[src/rtl/dual_timer.sv]
module dual_timer #(
  parameter int DW = 32,
  parameter int AW = 8
) (
  input  logic          clk,
  input  logic          rst_n,
  input  logic          bus_we,
  input  logic [AW-1:0] bus_addr,
  input  logic [DW-1:0] bus_wdata,
  output logic [DW-1:0] bus_rdata,
  input  logic [3:0]    tick_en,
  output logic          irq
);
  localparam logic [AW-1:0] A_REL0 = AW'(8'h00);
  localparam logic [AW-1:0] A_CNT0 = AW'(8'h04);
  localparam logic [AW-1:0] A_CTL0 = AW'(8'h08);
  localparam logic [AW-1:0] A_REL1 = AW'(8'h10);
  localparam logic [AW-1:0] A_CNT1 = AW'(8'h14);
  localparam logic [AW-1:0] A_CTL1 = AW'(8'h18);
  localparam logic [AW-1:0] A_MSK  = AW'(8'h48);
  localparam logic [AW-1:0] A_ACK  = AW'(8'h4C);
  localparam logic [AW-1:0] A_RAW  = AW'(8'h50);
  localparam logic [AW-1:0] A_MSKD = AW'(8'h54);

  logic [DW-1:0] rel_q [2];
  logic [DW-1:0] cnt_q [2];
  logic [4:0]    ctl_q [2];
  logic [1:0]    run_q, raw_q, mask_q;
  logic [1:0]    relw_v, ctlw_v, tick_v, expire_v;
  logic [1:0]    ack_clr;
  logic          ack_wr;

  assign ack_wr  = bus_we && bus_addr == A_ACK;
  assign ack_clr = ack_wr ? bus_wdata[1:0] : 2'b00;

  always_comb begin
    for (int i = 0; i < 2; i++) begin
      relw_v[i]   = bus_we && bus_addr == (i == 0 ? A_REL0 : A_REL1);
      ctlw_v[i]   = bus_we && bus_addr == (i == 0 ? A_CTL0 : A_CTL1) && bus_wdata[1:0] != 2'd3;
      tick_v[i]   = run_q[i] && ctl_q[i][4] && tick_en[ctl_q[i][3:2]];
      expire_v[i] = tick_v[i] && !ctlw_v[i] && cnt_q[i] == '0;
    end
  end

  always_ff @(posedge clk) begin
    if (!rst_n) begin
      for (int i = 0; i < 2; i++) begin
        rel_q[i] <= '0;
        cnt_q[i] <= '0;
        ctl_q[i] <= '0;
      end
      run_q  <= '0;
      raw_q  <= '0;
      mask_q <= '0;
    end else begin
      for (int i = 0; i < 2; i++) begin
        if (relw_v[i]) rel_q[i] <= bus_wdata;
        if (ctlw_v[i]) begin
          ctl_q[i] <= bus_wdata[4:0];
          case (bus_wdata[1:0])
            2'd0:    cnt_q[i] <= rel_q[i];
            2'd1:    run_q[i] <= 1'b0;
            default: run_q[i] <= 1'b1;
          endcase
        end else if (tick_v[i]) begin
          cnt_q[i] <= (cnt_q[i] == '0) ? rel_q[i] : cnt_q[i] - 1'b1;
        end
      end
      if (bus_we && bus_addr == A_MSK) mask_q <= bus_wdata[1:0];
      raw_q <= (raw_q & ~ack_clr) | expire_v;
    end
  end

  assign irq = |(raw_q & mask_q);

  always_comb begin
    case (bus_addr)
      A_REL0:  bus_rdata = rel_q[0];
      A_CNT0:  bus_rdata = cnt_q[0];
      A_CTL0:  bus_rdata = DW'(ctl_q[0]);
      A_REL1:  bus_rdata = rel_q[1];
      A_CNT1:  bus_rdata = cnt_q[1];
      A_CTL1:  bus_rdata = DW'(ctl_q[1]);
      A_MSK:   bus_rdata = DW'(mask_q);
      A_RAW:   bus_rdata = DW'(raw_q);
      A_MSKD:  bus_rdata = DW'(raw_q & mask_q);
      default: bus_rdata = '0;
    endcase
  end

  for (genvar g = 0; g < 2; g++) begin : g_chk
    p_stop_hold_r3: assert property (@(posedge clk) disable iff (!rst_n)
      (!run_q[g] && !ctlw_v[g]) |=> $stable(cnt_q[g]));
    p_op3_ignored_r3: assert property (@(posedge clk) disable iff (!rst_n)
      (bus_we && bus_addr == (g == 0 ? A_CTL0 : A_CTL1) && bus_wdata[1:0] == 2'd3) |=> $stable(ctl_q[g]));
    p_tick_dec_r4: assert property (@(posedge clk) disable iff (!rst_n)
      (tick_v[g] && !ctlw_v[g] && cnt_q[g] != '0) |=> cnt_q[g] == $past(cnt_q[g]) - 1'b1);
    p_expire_sets_r5: assert property (@(posedge clk) disable iff (!rst_n)
      expire_v[g] |=> raw_q[g]);
    p_ack_clears_r6: assert property (@(posedge clk) disable iff (!rst_n)
      (ack_wr && bus_wdata[g] && !expire_v[g]) |=> !raw_q[g]);
  end

  p_irq_needs_mask_r7: assert property (@(posedge clk) disable iff (!rst_n)
    irq |-> (mask_q != 2'b00));
endmodule

[config.mk]
export PLATFORM = sky130hd
export DESIGN_NAME = dual_timer
export DESIGN_NICKNAME = d
export VERILOG_FILES = /design/src/rtl/dual_timer.sv
export SDC_FILE = /design/constraint.sdc
export NUM_CORES = 1
export LEC_CHECK = 0
export BUFFER_PORTS_ARGS = -buffer_cell sky130_fd_sc_hd__buf_4
export CAP_MARGIN = 20
export CORE_MARGIN = 2
export CORE_UTILIZATION = 59
export CTS_BUF_LIST = sky130_fd_sc_hd__clkbuf_4 sky130_fd_sc_hd__clkbuf_8 sky130_fd_sc_hd__clkbuf_16
export DETAILED_ROUTE_END_ITERATION = 16
export PLACE_DENSITY = 0.8
export SLEW_MARGIN = 40
export SYNTH_ARGS = -nofsm -noshare
export SYNTH_HDL_FRONTEND = slang
export SYNTH_SLANG_ARGS = --single-unit
[constraint.sdc]
create_clock -name clk -period 9.3 [get_ports clk]
set_clock_uncertainty 0.1 [all_clocks]
set_input_delay 1.86 -clock clk [delete_from_list [all_inputs] [get_ports clk]]
set_output_delay 1.86 -clock clk [all_outputs]
set_load 0.03 [all_outputs]
# ---- After elaboration in Yosys (flattened, before gate mapping)
# Memory sizes are Yosys's and may differ from the RTL's.
# Index checks and enable logic that the tools add are counted.
# W data, S select, Z words.
dict set report op_classes {
  n_addsub 2
  n_lt_le_gt_ge 2
  n_eq_ne 11
  n_mux 45
  n_bitwise 14
  reduce_logical 25
}
# cell count
set op_table {}
lappend op_table {{$pmux W32 S9} 1}
lappend op_table {{$mux W32} 8}
lappend op_table {{$logic_not A32 Y1} 2}
lappend op_table {{$sub A32 B1 Y32 const B} 2}
lappend op_table {{$eq A8 B7 Y1 const B} 4}
lappend op_table {{$mux W1} 30}
lappend op_table {{$eq A8 B5 Y1 const B} 3}
lappend op_table {{$logic_and A1 B1 Y1} 16}
lappend op_table {{$mux W5} 2}
lappend op_table {{$eq A8 B3 Y1 const B} 1}
lappend op_table {{$eq A8 B4 Y1 const B} 1}
lappend op_table {{$logic_not A8 Y1} 1}
lappend op_table {{$or A1 B1 Y1} 8}
lappend op_table {{$and A2 B2 Y2} 3}
lappend op_table {{$lt A2 B3 Y1 const B} 2}
lappend op_table {{$bmux W1 S2} 2}
lappend op_table {{$reduce_and A2 Y1} 2}
lappend op_table {{$eq A2 B1 Y1 const B} 1}
lappend op_table {{$logic_not A1 Y1} 2}
lappend op_table {{$logic_not A2 Y1} 1}
lappend op_table {{$mux W2} 1}
lappend op_table {{$ne A2 B2 Y1 const B} 1}
lappend op_table {{$not A2 Y2} 1}
lappend op_table {{$or A2 B2 Y2} 1}
lappend op_table {{other kinds (3)} 3}
dict set report word_totals {
  reg_bits 6
  mem_bits_rw 138
  input_bits 47
  out_inout_bits 33
  elab_cells 106
  mem_count 3
}
# name depth word_bits rd rd_clocked_by_memory_dff wr line
set memory_table {}
lappend memory_table {cnt_q 2 32 2 0 2 26} ;# logic [DW-1:0] cnt_q [2];
lappend memory_table {rel_q 2 32 2 0 2 25} ;# logic [DW-1:0] rel_q [2];
lappend memory_table {ctl_q 2 5 2 0 2 27} ;# logic [4:0] ctl_q [2];

# ---- Depth between registers and ports, before layout
dict set report logic_depth {
  word_depth 8
  ltp_mapped 8
  depth_no_buf 7
}

# ---- Least setup slack after synthesis
# OpenSTA, ideal clock, no wires.
dict set report synth_timing {
  kind {input to register}
  start {input port bus_addr[2]}
  end {memory cnt_q[1][0], enable pin}
  setup_ns 0.533
  arrival_time_ns 6.578
  required_time_ns 8.667
  slack_ns 2.089
  stages 3
  n_path_buf 0
  cell_sequence {nor4b_1 nand3_1 o311ai_0}
}
# item line
set synth_lines {}
lappend synth_lines {{start, declared} 8} ;# input logic [AW-1:0] bus_addr,
lappend synth_lines {{end, declared} 26}

# ---- Worst setup path in the final report
dict set report layout_timing {
  start {input port bus_addr[5]}
  end {output port bus_rdata[0]}
}
dict set report layout_via {
  elab_chain_len 2
  elab_cells_between_ends 10
  cone_classes {eq/ne (8); mux (1); reduce/logical (1)}
}
# item line
set layout_lines {}
lappend layout_lines {{$eq A8 B7 Y1, or another cell as far along} 77} ;# case (bus_addr)
lappend layout_lines {{$pmux W32 S9 *} 77}
lappend layout_lines {{end, declared} 10} ;# output logic [DW-1:0] bus_rdata,
# Mark *: on every way between the ends. The rest lies on a longest branch, timed or not.

==> metrics.log <==
[metrics] outcome: finished clean
[metrics] minimum setup slack in the final design: 3.18 ns
[metrics] Pre-Repair DR Iteration Count: 6
[metrics] clock latency on the worst-skew pair: ~0.44 ns
[metrics] largest family of logic cells by synthesized area: compound AO/OA/AOI/OAI gates
[metrics] first-pass GRT wire length: 36.0 mm
[metrics] sequential share of the synthesized area: a little over half
[metrics] Simple-Gate Fraction of Synth Area: 17.0%
[metrics] Placed Cells: 917
[metrics] average footprint of a synthesized cell: 11.2 um^2
[metrics] reported leakage power: between 3 and 4 nW
[metrics] count leader, synth: sky130_fd_sc_hd__edfxtp_1
[metrics] count of hold buffers inserted by post-cts repair: 0
[metrics] worst setup slack before clock tree synthesis: 3.21 ns
[metrics] Area Overhead vs Synth: 18.2%
[metrics] cell type contributing the most total cell area after synthesis: sky130_fd_sc_hd__edfxtp_1
[metrics] Ant. Diodes: 0
[metrics] clock transition at the registers of the reported paths: 0.06 ns
[metrics] Post-Synth XOR/XNOR Area: a little under 6%
[metrics] critical-path maximum fanout: 17
[metrics] ANT nets after route: 0
[metrics] post-route minimum period: roughly 6 ns
[metrics] smallest hold slack: 0.402 ns
[metrics] IO Pins: 80
[metrics] pin count of the biggest net entering global routing: 33
[metrics] number of max-slew violations in the final report: 0
[metrics] post-layout instance count excluding filler cells: 949
[metrics] Initial DRC Count: 1,239
[metrics] Yosys cell types: 57
[metrics] initial core utilization: 61.0%
[metrics] number of warnings printed during yosys synthesis: 0
[metrics] share of the synthesized area in the top cell type: 53.4%
[metrics] R2R Path End: cnt_q[1][15]$_DFFE_PP_
[metrics] number of instances resized during post-cts repair: 0
[metrics] worst reg-to-reg setup slack: 5.34 ns
[metrics] final weighted congestion of routability-driven global placement: 0.933
[metrics] number of enable-type register cells in the synthesized netlist: 138
[metrics] worst-case hold path end point: run_q[1]$_SDFFE_PN0P_
[metrics] most frequent cells after synthesis: sky130_fd_sc_hd__edfxtp_1, sky130_fd_sc_hd__a22oi_1, sky130_fd_sc_hd__nand2_1
[metrics] share of flip-flops with an asynchronous set or reset after synthesis: 0%
[metrics] number of placement rows: 41
[metrics] reg-to-reg critical path startpoint: cnt_q[1][17]$_DFFE_PP_
[metrics] timing startpoint of the critical path: bus_addr[5]
[metrics] post-CTS repair timing setup buffer count: 0
[metrics] Final setup violation count: 0
[metrics] Hold Crit Class: flip-flop to flip-flop
[metrics] Post-Synthesis Net Count: 745
[metrics] endpoint class of the critical path: output port
[metrics] detailed placement HPWL: roughly 15 mm
[metrics] Worst Hold Launch: run_q[1]$_SDFFE_PN0P_
[metrics] Worst Setup Path Type: primary input to output port
[metrics] arithmetic-cell share of the synthesized area counting full adders, half adders and majority gates: 0.645%
[metrics] Cells after Synth: 694
[metrics] root cell of the clock tree: sky130_fd_sc_hd__clkbuf_16
[metrics] sort of element at the start of the critical path: primary input
[metrics] VDD IR-drop max: roughly 0.00016 V
[metrics] Hold Violations, Final: 0
[metrics] worst slew pin tran: 0.881 ns
[metrics] ratio of total power to cell area: 166 nW/um^2
[metrics] Total Die Area: 14,100 um^2
[metrics] floorplan core area: 12,700 um^2
[metrics] count of H-tree levels built during CTS: 4
[metrics] worst reg2reg path depth: 6
[metrics] initial antenna violation count: 0
[metrics] wire length after detailed routing: 23.2 mm
[metrics] overall overflow remaining after global route: 0
[metrics] required time of the worst setup path: 7.34 ns
[metrics] PortBufs: 79
[metrics] compound-cell area share of the yosys netlist: 17.1%
[metrics] Max Cap Violations: 0
[metrics] largest buffer count on any clock path: 2
[metrics] Most used DFF post-synth: sky130_fd_sc_hd__edfxtp_1
[metrics] CTS Buf Count: 17
[metrics] RSZ-0062 raised after global routing: false
[metrics] final-stage net count: between 800 and 900
[metrics] Die W: about 120 um
[metrics] CTS tree: yes
[metrics] ratio of routed vias to standard cells: 7.11
[metrics] average wire per cell in the routed design: 24.4 um
[metrics] headroom to the max-slew limit: 40.7%
[metrics] count of vias placed by the detailed router: 6,746
[metrics] crit share post-route: 65.9%
[metrics] final total negative setup slack: 0 ns
[metrics] Achievable Freq: 163 MHz
[metrics] netlist area before placement: 7760 um^2
[metrics] arrival time of the worst setup path: 4.16 ns
[metrics] top cells by area in the synthesized netlist: sky130_fd_sc_hd__edfxtp_1, sky130_fd_sc_hd__a22oi_1, sky130_fd_sc_hd__o2bb2ai_1
[metrics] count of state elements after synthesis: 144
[metrics] fraction of synthesized area in multiplexers: less than 1%
[metrics] DRC violation count after routing: 0
[metrics] Total GRT Usage: approximately 34%
[metrics] sinks on the clock net: ~140
[metrics] die height: 119 um
[metrics] vias in the first global route: 6,563
[metrics] fraction of layout instances using a drive strength above 1: a little under a fifth
[metrics] depth of the worst hold-timing path: 2
## layout make-up
class,instances,area (um^2)
Sequential cell,144,4260
Fill cell,903,3550
Multi-Input combinational cell,488,3300
Timing Repair Buffer,96,751
Clock buffer,20,448
Tap cell,172,215
Clock inverter,10,120
Inverter,19,71.3
## report_power, final
group | total [mW] | internal, mW | leakage (nW) | switching [mW]
combinational | 0.0796 | 0.0319 | 1.48 | 0.0476
clock | 0.678 | 0.421 | 0.284 | 0.256
sequential | 0.765 | 0.737 | 1.41 | 0.0281
total | 1.52 | 1.19 | 3.18 | 0.332
## cell families (layout without fill, tap and decap cells)
logic type                 after synthesis  in the layout
DFF                                    144            144
xor gates and xnor gates                52             52
muxes                                    4              4
AOI/OAI and AO/OA                      183            183
adders and majority gates                4              4
and+or+nand+nor                        245            245
buffers and inverters                   62            145
## state kept, by name, indices dropped and copies added (netlist names)
signal  cells
cnt_q      64
rel_q      64
ctl_q      10
mask_q      2
raw_q       2
run_q       2
## metrics by stage
stage	power [mW]	util, %	cell area (um^2)
2_1_floorplan	0.809	-	7760
3_3_place_gp	0.849	66.8	8500
3_5_place_dp	0.852	67.2	8550
4_1_cts	1.52	71.7	9120
5_1_grt	1.55	72.1	9170
6_report	1.52	72.1	9170
## placed cells by master, fill, tap and decap left out, types with 4 or more instances in the layout
| cell | instances |
|---|---|
| sky130_fd_sc_hd__a22oi_1 | 66 |
| sky130_fd_sc_hd__clkbuf_16 | 17 |
| sky130_fd_sc_hd__o2bb2ai_1 | 32 |
| sky130_fd_sc_hd__dfxtp_1 | 6 |
| sky130_fd_sc_hd__and4_1 | 5 |
| sky130_fd_sc_hd__nor2_1 | 32 |
| sky130_fd_sc_hd__a311oi_1 | 6 |
| sky130_fd_sc_hd__or4_1 | 8 |
| sky130_fd_sc_hd__o21ai_0 | 10 |
| sky130_fd_sc_hd__edfxtp_1 | 138 |
| sky130_fd_sc_hd__a21oi_1 | 27 |
| sky130_fd_sc_hd__or2_2 | 4 |
| sky130_fd_sc_hd__buf_8 | 4 |
| sky130_fd_sc_hd__buf_4 | 92 |
| sky130_fd_sc_hd__nor3_1 | 14 |
| sky130_fd_sc_hd__o22ai_1 | 11 |
| sky130_fd_sc_hd__or3_1 | 8 |
| sky130_fd_sc_hd__inv_1 | 19 |
| sky130_fd_sc_hd__nand2_1 | 57 |
| sky130_fd_sc_hd__xor2_1 | 22 |
| sky130_fd_sc_hd__nand4_1 | 8 |
| sky130_fd_sc_hd__clkinv_1 | 4 |
| sky130_fd_sc_hd__and2_1 | 39 |
| sky130_fd_sc_hd__nor4_1 | 20 |
| sky130_fd_sc_hd__xnor2_1 | 30 |
| sky130_fd_sc_hd__nand3_1 | 23 |
| sky130_fd_sc_hd__ha_1 | 4 |
| sky130_fd_sc_hd__a211oi_1 | 14 |
## worst max-delay path by stage
stage / endpoint / slack, ns
after detailed placement: bus_rdata[1] / 3.21
after floorplan: cnt_q[1][0]$_DFFE_PP_ / 2.09
after global routing: bus_rdata[0] / 3.03
final: bus_rdata[0] / 3.18
after global placement: bus_rdata[19] / 3.25
after CTS: bus_rdata[1] / 3.20
## layer usage
| metal | wire (um) | up-vias | GRT usage [%] |
|---|---|---|---|
| li1 | - | 2855 | - |
| met1 | 8710 | 3178 | 45.4 |
| met2 | 10600 | 621 | 51.1 |
| met3 | 3060 | 92 | 8.88 |
| met4 | 819 | 0 | 14.1 |
| met5 | 0 | - | 0 |
## critical path, cell delays in order
cell and delay, ns:
sky130_fd_sc_hd__buf_4 0.12, sky130_fd_sc_hd__nor3_1 0.39, sky130_fd_sc_hd__nand2_1 0.28, sky130_fd_sc_hd__nor2_2 0.67
sky130_fd_sc_hd__buf_4 0.39, sky130_fd_sc_hd__a222oi_1 0.15, sky130_fd_sc_hd__nand4_1 0.11, sky130_fd_sc_hd__buf_4 0.16
No activity file was read; power rests on OpenSTA's default activity.
